==> config.mk <==
export PLATFORM = sky130hd
export DESIGN_NAME = dma_break_seq
export DESIGN_NICKNAME = d
export VERILOG_FILES = /design/src/rtl/dmab_pkg.sv /design/src/rtl/dmab_fsm.sv /design/src/rtl/dmab_regs.sv /design/src/rtl/dmab_memport.sv /design/src/rtl/dma_break_seq.sv
export SDC_FILE = /design/constraint.sdc
export NUM_CORES = 1
export LEC_CHECK = 0
export BUFFER_PORTS_ARGS = -buffer_cell sky130_fd_sc_hd__clkbuf_2
export CAP_MARGIN = 0
export CORE_UTILIZATION = 55
export CTS_CLUSTER_DIAMETER = 80
export DETAILED_ROUTE_END_ITERATION = 10
export HOLD_SLACK_MARGIN = 0.1
export PLACE_DENSITY = 0.83
export SLEW_MARGIN = 40
export SYNTH_ARGS = -nofsm -noshare
export SYNTH_HDL_FRONTEND = slang
export SYNTH_SLANG_ARGS = --single-unit
==> constraint.sdc <==
create_clock -name clk -period 2.5 [get_ports clk]
set_input_delay 0.5 -clock clk [delete_from_list [all_inputs] [get_ports clk]]
set_output_delay 0.5 -clock clk [all_outputs]
set_load 0.05 [all_outputs]
==> src/rtl/dmab_pkg.sv <==
package dmab_pkg;

   // sequencer phases; counter phases are read, latch, write-back
   typedef enum logic [3:0] {
      ST_IDLE    = 4'd0,
      ST_CNT_RD  = 4'd1,
      ST_CNT_LAT = 4'd2,
      ST_CNT_WR  = 4'd3,
      ST_ADR_RD  = 4'd4,
      ST_ADR_LAT = 4'd5,
      ST_ADR_WR  = 4'd6,
      ST_XFER    = 4'd7,
      ST_FIN     = 4'd8
   } seq_state_t;

   function automatic logic is_mem_phase(input seq_state_t s);
      return (s == ST_CNT_RD) || (s == ST_CNT_WR) || (s == ST_ADR_RD) ||
             (s == ST_ADR_WR) || (s == ST_XFER);
   endfunction

   function automatic logic is_count_phase(input seq_state_t s);
      return (s == ST_CNT_RD) || (s == ST_CNT_LAT) || (s == ST_CNT_WR);
   endfunction

   function automatic logic is_addr_phase(input seq_state_t s);
      return (s == ST_ADR_RD) || (s == ST_ADR_LAT) || (s == ST_ADR_WR);
   endfunction

endpackage

==> src/rtl/dmab_fsm.sv <==
module dmab_fsm
   import dmab_pkg::*;
(
   input  logic       clk,
   input  logic       rst_n,
   input  logic       brk_req,
   input  logic       one_sel,
   input  logic       mem_ack,
   output logic       accept,
   output seq_state_t state
);

   seq_state_t state_nx;

   assign accept = (state == ST_IDLE) && brk_req;

   always_comb begin
      state_nx = state;
      unique case (state)
         ST_IDLE:    if (brk_req) state_nx = one_sel ? ST_XFER : ST_CNT_RD;
         ST_CNT_RD:  if (mem_ack) state_nx = ST_CNT_LAT;
         ST_CNT_LAT: state_nx = ST_CNT_WR;
         ST_CNT_WR:  if (mem_ack) state_nx = ST_ADR_RD;
         ST_ADR_RD:  if (mem_ack) state_nx = ST_ADR_LAT;
         ST_ADR_LAT: state_nx = ST_ADR_WR;
         ST_ADR_WR:  if (mem_ack) state_nx = ST_XFER;
         ST_XFER:    if (mem_ack) state_nx = ST_FIN;
         ST_FIN:     state_nx = ST_IDLE;
         default:    state_nx = ST_IDLE;
      endcase
   end

   always_ff @(posedge clk) begin
      if (!rst_n) state <= ST_IDLE;
      else        state <= state_nx;
   end

endmodule

==> src/rtl/dmab_regs.sv <==
module dmab_regs
   import dmab_pkg::*;
#(
   parameter int AW           = 12,
   parameter int DW           = 12,
   parameter bit ONE_CYCLE_EN = 1'b1
)(
   input  logic          clk,
   input  logic          rst_n,
   input  seq_state_t    state,
   input  logic          accept,
   input  logic          brk_one_cycle,
   input  logic          brk_to_mem,
   input  logic [AW-1:0] brk_base,
   input  logic [AW-1:0] brk_addr,
   input  logic [DW-1:0] brk_wdata,
   input  logic [DW-1:0] mem_rdata,
   output logic          one_sel,
   output logic          one_q,
   output logic          to_mem_q,
   output logic [AW-1:0] cnt_loc,
   output logic [AW-1:0] adr_loc,
   output logic [AW-1:0] dev_addr_q,
   output logic [DW-1:0] data_q,
   output logic [DW-1:0] wc_q,
   output logic [DW-1:0] ca_q,
   output logic          count_zero
);

   localparam logic [DW-1:0] WORD_ONE = DW'(1);

   logic [AW-2:0] base_hi_q;
   logic          unused_base_lsb;

   assign unused_base_lsb = brk_base[0];

   // parameter picks whether the one-cycle flag is honoured
   generate
      if (ONE_CYCLE_EN) begin : g_one_on
         assign one_sel = brk_one_cycle;
      end else begin : g_one_off
         logic unused_one_flag;
         assign unused_one_flag = brk_one_cycle;
         assign one_sel         = 1'b0;
      end
   endgenerate

   // request capture: fields frozen at acceptance
   always_ff @(posedge clk) begin
      if (!rst_n) begin
         one_q      <= 1'b0;
         to_mem_q   <= 1'b0;
         base_hi_q  <= '0;
         dev_addr_q <= '0;
         data_q     <= '0;
      end else if (accept) begin
         one_q      <= one_sel;
         to_mem_q   <= brk_to_mem;
         base_hi_q  <= brk_base[AW-1:1];
         dev_addr_q <= brk_addr;
         data_q     <= brk_wdata;
      end
   end

   assign cnt_loc = {base_hi_q, 1'b0};
   assign adr_loc = {base_hi_q, 1'b1};

   // counter cells: read data arrives in the latch phase, stored incremented
   always_ff @(posedge clk) begin
      if (!rst_n) begin
         wc_q <= '0;
         ca_q <= '0;
      end else begin
         if (state == ST_CNT_LAT) wc_q <= mem_rdata + WORD_ONE;
         if (state == ST_ADR_LAT) ca_q <= mem_rdata + WORD_ONE;
      end
   end

   assign count_zero = (wc_q == '0);

endmodule

==> src/rtl/dmab_memport.sv <==
module dmab_memport
   import dmab_pkg::*;
#(
   parameter int AW = 12,
   parameter int DW = 12
)(
   input  seq_state_t    state,
   input  logic          one_q,
   input  logic          to_mem_q,
   input  logic [AW-1:0] cnt_loc,
   input  logic [AW-1:0] adr_loc,
   input  logic [AW-1:0] dev_addr_q,
   input  logic [DW-1:0] data_q,
   input  logic [DW-1:0] wc_q,
   input  logic [DW-1:0] ca_q,
   output logic          mem_req,
   output logic          mem_we,
   output logic [AW-1:0] mem_addr,
   output logic [DW-1:0] mem_wdata
);

   logic [AW-1:0] xfer_addr;
   logic [AW-1:0] ca_as_addr;

   // address word may be wider than the address bus
   generate
      if (DW > AW) begin : g_trunc
         logic unused_ca_hi;
         assign unused_ca_hi = ^ca_q[DW-1:AW];
         assign ca_as_addr   = ca_q[AW-1:0];
      end else begin : g_exact
         assign ca_as_addr = ca_q[AW-1:0];
      end
   endgenerate

   assign xfer_addr = one_q ? dev_addr_q : ca_as_addr;
   assign mem_req   = is_mem_phase(state);

   always_comb begin
      mem_we    = 1'b0;
      mem_addr  = '0;
      mem_wdata = '0;
      if (is_count_phase(state)) begin
         mem_addr = cnt_loc;
         if (state == ST_CNT_WR) begin
            mem_we    = 1'b1;
            mem_wdata = wc_q;
         end
      end else if (is_addr_phase(state)) begin
         mem_addr = adr_loc;
         if (state == ST_ADR_WR) begin
            mem_we    = 1'b1;
            mem_wdata = ca_q;
         end
      end else if (state == ST_XFER) begin
         mem_addr  = xfer_addr;
         mem_we    = to_mem_q;
         mem_wdata = to_mem_q ? data_q : '0;
      end
   end

endmodule

==> src/rtl/dma_break_seq.sv <==
module dma_break_seq
   import dmab_pkg::*;
#(
   parameter int AW           = 12,
   parameter int DW           = 12,
   parameter bit ONE_CYCLE_EN = 1'b1
)(
   input  logic          clk,
   input  logic          rst_n,
   input  logic          brk_req,
   input  logic          brk_one_cycle,
   input  logic          brk_to_mem,
   input  logic [AW-1:0] brk_base,
   input  logic [AW-1:0] brk_addr,
   input  logic [DW-1:0] brk_wdata,
   output logic          brk_ack,
   output logic          brk_done,
   output logic [DW-1:0] brk_rdata,
   output logic          cpu_stall,
   output logic          mem_req,
   output logic          mem_we,
   output logic [AW-1:0] mem_addr,
   output logic [DW-1:0] mem_wdata,
   input  logic          mem_ack,
   input  logic [DW-1:0] mem_rdata
);

   generate
      if (AW < 2) begin : g_bad_aw
         $error("dma_break_seq: AW must be at least 2");
      end
      if (DW < AW) begin : g_bad_dw
         $error("dma_break_seq: DW must hold a full address");
      end
   endgenerate

   seq_state_t    state;
   logic          accept;
   logic          one_sel;
   logic          one_q;
   logic          to_mem_q;
   logic [AW-1:0] cnt_loc;
   logic [AW-1:0] adr_loc;
   logic [AW-1:0] dev_addr_q;
   logic [DW-1:0] data_q;
   logic [DW-1:0] wc_q;
   logic [DW-1:0] ca_q;
   logic          count_zero;

   dmab_fsm u_fsm (
      .clk     (clk),
      .rst_n   (rst_n),
      .brk_req (brk_req),
      .one_sel (one_sel),
      .mem_ack (mem_ack),
      .accept  (accept),
      .state   (state)
   );

   dmab_regs #(.AW(AW), .DW(DW), .ONE_CYCLE_EN(ONE_CYCLE_EN)) u_regs (
      .clk           (clk),
      .rst_n         (rst_n),
      .state         (state),
      .accept        (accept),
      .brk_one_cycle (brk_one_cycle),
      .brk_to_mem    (brk_to_mem),
      .brk_base      (brk_base),
      .brk_addr      (brk_addr),
      .brk_wdata     (brk_wdata),
      .mem_rdata     (mem_rdata),
      .one_sel       (one_sel),
      .one_q         (one_q),
      .to_mem_q      (to_mem_q),
      .cnt_loc       (cnt_loc),
      .adr_loc       (adr_loc),
      .dev_addr_q    (dev_addr_q),
      .data_q        (data_q),
      .wc_q          (wc_q),
      .ca_q          (ca_q),
      .count_zero    (count_zero)
   );

   dmab_memport #(.AW(AW), .DW(DW)) u_mem (
      .state      (state),
      .one_q      (one_q),
      .to_mem_q   (to_mem_q),
      .cnt_loc    (cnt_loc),
      .adr_loc    (adr_loc),
      .dev_addr_q (dev_addr_q),
      .data_q     (data_q),
      .wc_q       (wc_q),
      .ca_q       (ca_q),
      .mem_req    (mem_req),
      .mem_we     (mem_we),
      .mem_addr   (mem_addr),
      .mem_wdata  (mem_wdata)
   );

   // completion cycle is the one where data-cycle read data is on mem_rdata
   assign brk_ack   = (state == ST_FIN);
   assign brk_done  = brk_ack && !one_q && count_zero;
   assign brk_rdata = (brk_ack && !to_mem_q) ? mem_rdata : '0;
   assign cpu_stall = (state != ST_IDLE);

endmodule

After elaboration in Yosys (flattened, before gate mapping)
Index checks and enable logic that the tools add are counted.
- register bits after elaboration: 65
- bits in latches: 0
- bits in writable memories: 0
- ROM bits: 0
- input port bits: 54
- output and inout bits: 41
- logic and storage cells: 65
- memories: 0
- add/sub/neg operators: 1
- $mul: 0
- div/mod/pow operators: 0
- magnitude comparators: 0
- equality and inequality tests: 14
- shift-type cells: 0
- mux-type cells: 24
- bitwise logic cells: 0
- reductions and logical operators: 18
- operators by type and width (cell ; count):
    12-bit two-way mux ; 11
    4-bit one-hot mux with 8 select lines ; 1
    4-bit two-way mux ; 6
    4-bit by 3-bit == test with 1-bit output, second input constant ; 4
    12-bit by 1-bit adder with 12-bit output, second input constant ; 1
    12-bit logical NOT ; 1
    2-bit != test, second input constant ; 6
    4-bit by 2-bit == test with 1-bit output, second input constant ; 2
    1-bit logical OR ; 8
    6-bit AND reduction ; 1
    1-bit two-way mux ; 5
    4-bit by 1-bit == test with 1-bit output, second input constant ; 1
    4-bit == test, second input constant ; 1
    1-bit logical AND ; 4
    4-bit logical NOT ; 1
    4-bit nonzero test ; 1
    3-bit two-way mux ; 1
    1-bit logical NOT ; 2

Depth between registers and ports, before layout
Gate-level depths: netlist (run 1).
- depth in word-level cells: 5
- mapped depth: 7
- gate-level depth less buffers: 4

Modules after synthesis
A second synthesis (run 1) with hierarchy kept.
- cells, all modules: 414
- area total of the unflattened synthesis: 3709.8 um2
- modules (own cells, without submodules) (module ; instances ; cells an instance ; area each (um2) ; sequential area each (um2)):
    dmab_regs ; 1 ; 247 ; 2573.7 ; 1221.2
    dmab_memport ; 1 ; 121 ; 729.4 ; 0.0
    dmab_fsm ; 1 ; 27 ; 222.7 ; 80.1
    dma_break_seq ; 1 ; 19 ; 183.9 ; 0.0

Least setup slack after synthesis (run 1)
No wires, ideal clock.
- path kind: register to output
- from: register u_fsm.state[1]
- to: output brk_done
- data arrival time: 2137 ps
- data required time: 2000 ps
- slack: -137 ps
- cell stages (with the launch flop): 5
- buffers on the path: 1
- path through: dfxtp_1 buf_2 or3_4 nor2_1 and4_1
- cells in the longest elaborated chain, start to end: 3
- RTL lines (element ; RTL line ; source):
    start, declared ; dmab_fsm.sv:10 ; output seq_state_t state
    start signal, assigned ; dmab_fsm.sv:35 ; else state <= state_nx;
    4-bit == test ; dma_break_seq.sv:100 ; assign brk_ack = (state == ST_FIN);
    net brk_ack ; dma_break_seq.sv:16 ; output logic brk_ack,
    1-bit logical AND (2 in series) ; dma_break_seq.sv:101 ; assign brk_done = brk_ack && !one_q && count_zero;
    end, declared ; dma_break_seq.sv:17 ; output logic brk_done,
The timed path passes the listed nets, and every way through them passes these cells.

Worst setup path in the final report (run 1)
- from: register u_regs.wc_q[3]
- to: output brk_done
- cells in the longest elaborated chain, start to end: 2
- RTL lines (element ; RTL line ; source):
    start, declared ; dmab_regs.sv:25 ; output logic [DW-1:0] wc_q,
    start signal, assigned ; dmab_regs.sv:74 ; if (state == ST_CNT_LAT) wc_q <= mem_rdata + WORD_ONE;
    12-bit logical NOT ; dmab_regs.sv:79 ; assign count_zero = (wc_q == '0);
    1-bit logical AND ; dma_break_seq.sv:101 ;
Every way passes these cells.

==> results of run 1 <==
-- placed cells by master (no fill, tap or decap), drive strengths merged, types with 2 or more instances in the layout --
cell	count
clkbuf	105
nand2	93
dfxtp	65
a21oi	55
o21ai	27
nor2	20
mux2i	15
buf	15
inv	14
a222oi	12
and2	12
a211oi	10
nor3	7
xor2	6
nand3	6
nand4	5
nand2b	4
xnor2	4
and3	4
bufinv	3
or3	3
and4	2
nor4	2
-- worst register-to-register path: stages (launching register included) --
cell and delay (ps):
dfxtp_1 350, buf_4 180, nand2b_1 190, nor2_2 410, buf_4 280, nor2_1 50
a211oi_1 200
-- cell usage after synthesis (all sizes together), types with 5 or more instances --
library cell and n:
a211oi 10, a21oi 55, a222oi 12, and2 12, buf 19, clkbuf 9
dfxtp 65, inv 14, mux2i 15, nand2 93, nand3 6, nand4 5
nor2 20, nor3 7, o21ai 27, xor2 6
-- logic make-up (layout without fill, tap and decap cells) --
family                     Yosys count  count (layout)  synth area share [%]
and+or+nand+nor                    161             161                  24.1
AOI/OAI and AO/OA                  107             107                  20.1
DFF                                 65              65                  41.1
buffers and inverters               42             138                  6.84
muxes                               15              15                  4.74
xor gates and xnor gates            10              10                  2.77
adders and majority gates            1               1                 0.395
-- power by group --
group / switching [W] / leakage (nW) / total (W) / internal, W
Sequential: 0.0000933 / 0.531 / 0.00125 / 0.00115
Clock: 0.000393 / 0.127 / 0.00111 / 0.000719
Combinational: 0.000503 / 1.04 / 0.000749 / 0.000247
-- cell type report --
type / instances / area share, %
clock buffer: 12 / 3.95
clock inverter: 4 / 2.52
inverter: 14 / 1.34
sequential: 65 / 33.2
tap: 72 / 2.29
timing repair buffer: 108 / 14.7
multi-input combinational: 294 / 42.0
-- layer usage --
metal	global-route usage, %	vias to the layer above	share of wire (%)	wire length [um]
met5	0	-	0	0
met4	14.7	0	2.8	225
met3	4.00	25	7.7	631
met2	44.3	169	45	3660
met1	37.6	1434	45	3660
li1	-	1573	-	-
-- what timing repair did --
action / in CTS / in global routing
setup endpoints to repair: 2 / 3
gates resized for setup: 1 / 2
hold endpoints to repair: 0 / 0
-- sequential cells by signal, indices dropped and copies added, names as in the netlist --
signal and flops:
u_fsm.state 4, u_regs.base_hi_q 11, u_regs.ca_q 12, u_regs.data_q 12
u_regs.dev_addr_q 12, u_regs.one_q 1, u_regs.to_mem_q 1, u_regs.wc_q 12
-- stage by stage --
step	cells	power (W)	hold slack [ps]
6_report	569	0.00311	367
5_1_grt	569	0.00324	376
4_1_cts	569	0.00311	364
3_5_place_dp	553	0.00200	448
3_3_place_gp	553	0.00197	442
2_1_floorplan	401	0.00181	436
-- worst paths after layout --
path | start | endpoint | slack (ps) | cells after the start
setup / recovery | u_regs.wc_q[3] | brk_done | 100 | 4
setup reg to reg | u_fsm.state[1] | u_regs.ca_q[0] | 760 | 6
hold reg to reg | u_regs.dev_addr_q[6] | u_regs.dev_addr_q[6] | 460 | 2
hold / removal | brk_addr[4] | u_regs.dev_addr_q[4] | 370 | 3
==> flow_summary.yaml, run 1 <==
timing:
  setup_tns_ps: 0
  setup_viol: 0
  fin_crit_ps: 2400
  fin_worst_skew_ps: 7.42
  rsz0062_at_grt: "no"
  slew_headroom_pct: 66.5
  finalCritPeriodShare_pct: 96.0
  maxSlewViolCount: 0
  setup_ws_ps: 99.6
  finalHoldViolations: 0
  max_slew.worst_pin.slew_ps: 501
  fmax_mhz: 417
final_layout:
  final_util_pct: 70.9
  fillCellCount: 435
  seqCellArea_mm2: 0.00130
  area_growth_syn_to_layout_pct: 24.2
  nNetsFinal: 547
  multi_input_area_mm2: 0.00165
  final_area_mm2: 0.00393
  drive_above_1_share_pct: 28.2
  diodes: 0
status:
  status: "finished, final reports clean"
setup_path:
  path_class: "register to primary output"
  slowest_delay_ps: 550
  critical-path-top-delay-family: "simple AND/OR/NAND/NOR gates"
  cp_num_buf_inv: 1
  cp_cell_sequence: "or4_1 > nor3_1 > and4_1 > clkbuf_2"
  cp.arrival_ps: 1900
  required_ps: 2000
  crit_fanout: 3
  start_kind: "register"
  cp_slowest_cell: "or4_1"
  end_kind: "primary output"
floorplanning:
  io-pin-count: 95
  dieArea_mm2: 0.00606
  core_area_mm2: 0.00554
  die_x_um: 77.9
  die_h_um: 77.9
  rows: 27
  start_util_pct: 57.1
synthesis:
  async_reset_ff_share_pct: 0
  yosys-top-cells-area: "dfxtp_1 41%, nand2_1 11%, a21oi_1 8.7%"
  seq_area_frac_synth_pct: 41.1
  yosys_register_bits: 65
  synth.top_cell.area_share_pct: 41.1
  synth_cells: 401
  synth.distinct_cells: 40
  syn-num-nets: 456
  yosysWarnings: 0
  synth_top_area_cell: "dfxtp_1"
  ys.flop_type: "dfxtp_1"
  synth_area_per_cell_um2: 7.89
  synth-edff-count: 0
  synth.cell_area_mm2: 0.00317
pwr:
  peakVddDrop_mv: 0.434
  p_leak_nw: 1.70
  powerDensity_mw_per_mm2: 791
clocking:
  postCtsHoldBufs: 0
  cts-root-buf: "clkbuf_8"
  clk_latency_ps: 350
  tritoncts: "done"
  clock_sinks: 65
  numCtsBuffers: 9
  cts_buffer_depth: 2
  postCtsSetupRepairBufs: 0
  clk_pin_slew_ps: 70
  cts.htree.levels: 3
detailed_routing:
  wl_per_cell_um: 14.4
  post-route-drc-count: 0
  antenna_left: 0
  drt_iter0_drc: 258
  vias: 3201
  drt_pass1_iterations: 7
  routed_wl_um: 8180
  viasPerCell: 5.63
global_route:
  grt_pass1_wl_um: 13300
  grt_pass1_vias: 2941
  grt.overflow.total: 0
  grt_util_all_layers_pct: 28.3
  grt_max_degree: 38
  antenna_found_initial: 0
flow_run:
  cap_violations: 0
placement:
  dp_hpwl_um: 5750
  placed_area_mm2: 0.00367
  port_buffers: 93
  dp_slack_ps: 360
  gp_congestion: 0.848
worst_hold_path:
  hp-class: "input pin to register"
(Power assumes the default switching activity.)
==> inputs of run 2 (changes only) <==
--- a/config.mk
+++ b/config.mk
@@ -5,13 +5,14 @@
 export SDC_FILE = /design/constraint.sdc
 export NUM_CORES = 1
 export LEC_CHECK = 0
+export ABC_CLOCK_PERIOD_IN_PS = 2500
 export BUFFER_PORTS_ARGS = -buffer_cell sky130_fd_sc_hd__clkbuf_2
 export CAP_MARGIN = 0
 export CORE_UTILIZATION = 55
 export CTS_CLUSTER_DIAMETER = 80
 export DETAILED_ROUTE_END_ITERATION = 10
 export HOLD_SLACK_MARGIN = 0.1
-export PLACE_DENSITY = 0.83
+export PLACE_DENSITY_LB_ADDON = 0.25
 export SLEW_MARGIN = 40
 export SYNTH_ARGS = -nofsm -noshare
 export SYNTH_HDL_FRONTEND = slang
==> flow_summary.yaml, run 2 (same netlist as run 1, synthesis figures left out) <==
clocking:
  numCtsBuffers: 9
  clock_sinks: 65
  clk_pin_slew_ps: 80
  cts_buffer_depth: 2
  postCtsSetupRepairBufs: 0
  cts-root-buf: "clkbuf_8"
  postCtsHoldBufs: 0
  clk_latency_ps: 340
  cts.htree.levels: 3
  tritoncts: "done"
global_route:
  grt_pass1_wl_um: 13900
  grt_max_degree: 38
  grt_util_all_layers_pct: 29.7
  antenna_found_initial: 0
  grt_pass1_vias: 2937
  grt.overflow.total: 0
setup_path:
  regToRegEndpoint: "u_regs.base_hi_q[4]"
  end_kind: "primary output"
  r2r_cells: 6
  ff2ff_setup_slack_ps: 870
  path_class: "register to primary output"
  start_kind: "register"
  crit_fanout: 11
  reg2reg_from: "u_fsm.state[0]"
  cp-startpoint: "u_fsm.state[2]"
  endpoint: "mem_addr[10]"
  cp_slowest_cell: "or3_4"
  slowest_delay_ps: 440
  required_ps: 2000
  cp_cell_sequence: "or3_4 > and3_2 > nand2_1 > o21ai_1 > clkbuf_2"
  cp.arrival_ps: 1900
timing:
  setup_tns_ps: 0
  setup_viol: 0
  fin_crit_ps: 2400
  slew_headroom_pct: 66.5
  finalCritPeriodShare_pct: 96.0
  finalHoldViolations: 0
  fmax_mhz: 417
  max_slew.worst_pin.slew_ps: 502
  rsz0062_at_grt: "no"
  maxSlewViolCount: 0
  fin_worst_skew_ps: 7.48
flow_run:
  cap_violations: 0
final_layout:
  drive_above_1_share_pct: 28.5
  diodes: 0
  layoutNonFillerInstCount: 566
  fillCellCount: 480
  area_growth_syn_to_layout_pct: 24.3
  multi_input_area_mm2: 0.00167
  mostFrequentLayoutCells: "93 x nand2_1, 93 x clkbuf_2, 61 x dfxtp_1"
  nNetsFinal: 544
  final_util_pct: 71.0
  final_area_mm2: 0.00394
  seqCellArea_mm2: 0.00131
floorplanning:
  core_area_mm2: 0.00554
  die_x_um: 77.9
  start_util_pct: 57.1
  die_h_um: 77.9
  rows: 27
  dieArea_mm2: 0.00606
  io-pin-count: 95
status:
  status: "finished, final reports clean"
detailed_routing:
  routed_wl_um: 8700
  wl_per_cell_um: 15.4
  post-route-drc-count: 0
  viasPerCell: 5.64
  drt_pass1_iterations: 5
  vias: 3193
  drt_iter0_drc: 245
  antenna_left: 0
placement:
  dp_hpwl_um: 5960
  placed_area_mm2: 0.00366
  placed_cells: 550
  port_buffers: 93
  gp_congestion: 0.840
pwr:
  peakVddDrop_mv: 0.530
  p_leak_nw: 1.68
  powerDensity_mw_per_mm2: 797
worst_hold_path:
  hp-class: "input pin to register"
-- run 2: changes by cell type in the layout (fill, tap and decap cells not counted), sizes merged --
| cell | change |
|---|---|
| buf | -3 |
| clkinvlp | +1 |
| clkinv | +1 |
| clkbuf | -2 |
-- run 2: worst max-delay path, delay by kind of cell, from the launching register on --
| kind | cells | cell delay [ps] |
|---|---|---|
| compound gates | 1 | 70 |
| buf+inv | 1 | 240 |
| simple gates | 3 | 890 |
| flops | 1 | 370 |
-- run 2: timing repair --
action | CTS | global route
pin swaps | 0 | 1
gates resized for setup | 4 | 4
endpoints found under the setup margin | 36 | 22
-- run 2: where the power goes --
part / switching [W] / leakage [nW] / internal (W)
sequential: 0.000104 / 0.532 / 0.00115
combinational: 0.000504 / 1.03 / 0.000253
clock: 0.000429 / 0.123 / 0.000693
total: 0.00104 / 1.68 / 0.00210
-- run 2: stage by stage --
step	hold slack, ps	setup slack [ps]	total power (W)
2_1_floorplan	436	135	0.00181
3_3_place_gp	441	156	0.00198
3_5_place_dp	446	45.8	0.00201
4_1_cts	365	39.0	0.00313
5_1_grt	368	10.6	0.00328
6_report	372	100	0.00314
-- run 2: final cells by class --
class,count,area share (%)
clock buffers,10,3.50
clock inverters,6,2.93
inverters,14,1.34
multi-input cells,294,42.3
flip-flops and latches,65,33.2
well taps,72,2.29
repair buffers,105,14.4
-- run 2: worst min path at each step --
stage | start | to | slack (ps) | cells past startpoint
finish | brk_wdata[1] | u_regs.data_q[1] | 370 | 3
detailed placement | u_regs.dev_addr_q[9] | u_regs.dev_addr_q[9] | 450 | 2
CTS | brk_wdata[1] | u_regs.data_q[1] | 360 | 3
global route | brk_wdata[6] | u_regs.data_q[6] | 370 | 3
floorplan | u_regs.data_q[0] | u_regs.data_q[0] | 440 | 2
global placement | u_regs.dev_addr_q[7] | u_regs.dev_addr_q[7] | 440 | 2
-- run 2: per-layer routing --
layer,vias up,GRT usage (%),share of wire [%]
li1,1566,-,-
met1,1470,38.8,45
met2,137,47.3,47
met3,20,5.76,5.8
met4,0,13.4,2.3
met5,-,0,0
==> inputs of run 3 (changes only) <==
--- a/config.mk
+++ b/config.mk
@@ -8,7 +8,7 @@
 export ABC_CLOCK_PERIOD_IN_PS = 2500
 export BUFFER_PORTS_ARGS = -buffer_cell sky130_fd_sc_hd__clkbuf_2
 export CAP_MARGIN = 0
-export CORE_UTILIZATION = 55
+export CORE_UTILIZATION = 46
 export CTS_CLUSTER_DIAMETER = 80
 export DETAILED_ROUTE_END_ITERATION = 10
 export HOLD_SLACK_MARGIN = 0.1
@@ -16,4 +16,5 @@
 export SLEW_MARGIN = 40
 export SYNTH_ARGS = -nofsm -noshare
 export SYNTH_HDL_FRONTEND = slang
+export SYNTH_HIERARCHICAL = 1
 export SYNTH_SLANG_ARGS = --single-unit
==> flow_summary.yaml, run 3 <==
synthesis:
  synth_cells: 414
  synth-edff-count: 0
  synthTopCellsByCount: "65 x dfxtp_1, 40 x nor2b_1, 39 x mux2i_1, 39 x nand2_1, 26 x nand3_1"
  yosys-top-cells-area: "dfxtp_1 35%, mux2i_1 11%, nor2b_1 6.7%"
  async_reset_ff_share_pct: 0
  ys.flop_type: "dfxtp_1"
  synth.distinct_cells: 50
  yosys_register_bits: 65
  synth_top_area_cell: "dfxtp_1"
  synth.cell_area_mm2: 0.00371
  yosys.cell_count.top_type: "dfxtp_1"
  yosysWarnings: 6
  seq_area_frac_synth_pct: 35.1
  synth.top_cell.area_share_pct: 35.1
  synth_area_per_cell_um2: 8.96
  syn-num-nets: 469
timing:
  setup_viol: 0
  finalCritPeriodShare_pct: 97.8
  fmax_mhz: 409
  maxSlewViolCount: 0
  max_slew.worst_pin.slew_ps: 668
  finalHoldViolations: 0
  slew_headroom_pct: 55.5
  fin_worst_skew_ps: 7.74
  rsz0062_at_grt: "yes"
  fin_crit_ps: 2450
  setup_tns_ps: 0
setup_path:
  cp_slowest_cell: "dfxtp_1"
  cp.arrival_ps: 1950
  start_kind: "register"
  slowest_delay_ps: 380
  critical-path-top-delay-family: "simple AND/OR/NAND/NOR gates"
  end_kind: "primary output"
  cp-startpoint: "u_fsm/state[2]"
  path_class: "register to primary output"
  crit_top_cell: "or2_4"
  cp_num_buf_inv: 2
  crit_fanout: 14
  required_ps: 2000
  cp_cell_sequence: "buf_4 > or2_4 > or2_4 > a31oi_2 > buf_12"
  reg2reg_from: "u_fsm/state[0]"
clocking:
  clock_sinks: 65
  cts_buffer_depth: 2
  postCtsSetupRepairBufs: 0
  cts-root-buf: "clkbuf_8"
  numCtsBuffers: 9
  clk_latency_ps: 340
  cts.htree.levels: 3
  postCtsHoldBufs: 0
  clk_pin_slew_ps: 80
  tritoncts: "done"
global_route:
  antenna_found_initial: 0
  grt_max_degree: 39
  grt_pass1_wl_um: 15300
  grt_pass1_vias: 3137
  grt.overflow.total: 0
  grt_util_all_layers_pct: 22.8
detailed_routing:
  routed_wl_um: 9480
  post-route-drc-count: 0
  antenna_left: 0
  vias: 3204
  drt_pass1_iterations: 4
  wl_per_cell_um: 16.0
  viasPerCell: 5.39
  drt_iter0_drc: 211
final_layout:
  drive_above_1_share_pct: 35.8
  area_growth_syn_to_layout_pct: 28.3
  final_area_mm2: 0.00476
  diodes: 0
  mostFrequentLayoutCells: "73 x clkbuf_2, 63 x dfxtp_1, 40 x nor2b_1"
  final_util_pct: 61.3
  nNetsFinal: 542
  final_common_cell: "clkbuf_2"
placement:
  dp_hpwl_um: 6600
  placed_area_mm2: 0.00436
  gp_congestion: 0.847
  port_buffers: 93
floorplanning:
  die_h_um: 91.8
  start_util_pct: 47.8
  io-pin-count: 95
  rows: 32
  core_area_mm2: 0.00777
  die_x_um: 91.8
  dieArea_mm2: 0.00843
pwr:
  peakVddDrop_mv: 0.399
  p_leak_nw: 1.97
  powerDensity_mw_per_mm2: 769
  design_power_total_w: 0.00366
worst_hold_path:
  min_from: "brk_addr[5]"
  hp-class: "input pin to register"
flow_run:
  cap_violations: 0
status:
  status: "finished, final reports clean"
## run 3: changes by cell type after synthesis, moves of 18 or more
cell / previous run / this run
mux2i_1: 15 / 39
o21ai_1: 18 / 0
a21oi_1: 55 / 14
nor2b_1: 1 / 40
nand2_1: 93 / 39
nand3_1: 4 / 26
## run 3: worst reg2reg max path: stages (launching register included)
cell and delay [ps]:
dfxtp_1 320, buf_4 190, nor4_1 250, and2_2 300, buf_12 270, mux2i_1 250
nor2b_1 70
## run 3: timing repair
action	4_1_cts	5_1_grt
setup endpoints to repair	16	36
resized for setup	15	22
pin swaps	0	1
cloned	0	1
endpoints found under the hold margin	0	0
## run 3: cells by family (layout without fill, tap and decap cells)
group                    after synthesis  in the layout  synth area share, %
flip-flops                            65             65                 35.1
AND/OR/NAND/NOR                      174            175                 29.1
AO/OA/AOI/OAI                         64             64                 11.3
XOR/XNOR                              10             10                 2.36
buffers and inverters                 47            124                 7.52
multiplexers                          51             51                 14.2
other                                  2              2                0.202
adder cells (fa/ha/maj)                1              1                0.337
## run 3: path summary, 6_finish.rpt
| kind | to | slack, ps | cells after the start |
|---|---|---|---|
| worst min-delay path | u_regs/dev_addr_q[5] | 410 | 3 |
| worst max register to register | u_regs/data_q[5] | 760 | 6 |
| worst min register to register | u_regs/dev_addr_q[7] | 520 | 2 |
| worst max-delay path | mem_addr[11] | 50 | 5 |
## run 3: per-stage QoR
| stage | instances | hold WS, ps | setup WS (ps) |
|---|---|---|---|
| finish | 594 | 410 | 54.6 |
| global route | 594 | 410 | -21.8 |
| CTS | 593 | 405 | -78.9 |
| floorplan | 414 | 477 | -280 |
| detailed placement | 577 | 502 | 243 |
| global placement | 577 | 490 | 311 |
## run 3: layout make-up
cell class                      count  area [um2]
Clock inverter                      7        93.8
Fill cell                         672        3010
Inverter                            4        15.0
Multi-Input combinational cell    303        2300
Clock buffer                        9         124
Tap cell                          102         128
Timing Repair Buffer              104         795
Sequential cell                    65        1300
## run 3: routing by layer
metal / global-route usage [%] / vias up / part of all wire [%]
li1: - / 1597 / -
met1: 30.5 / 1511 / 47
met2: 37.2 / 91 / 48
met3: 4.23 / 5 / 4.5
met4: 6.90 / 0 / 0.74
met5: 0 / - / 0
## run 3: where the power goes
group / switching [W] / total, W / internal [W] / leakage (nW)
sequential: 0.0000990 / 0.00125 / 0.00115 / 0.532
combinational: 0.000800 / 0.00143 / 0.000631 / 1.33
clock: 0.000419 / 0.000979 / 0.000561 / 0.106
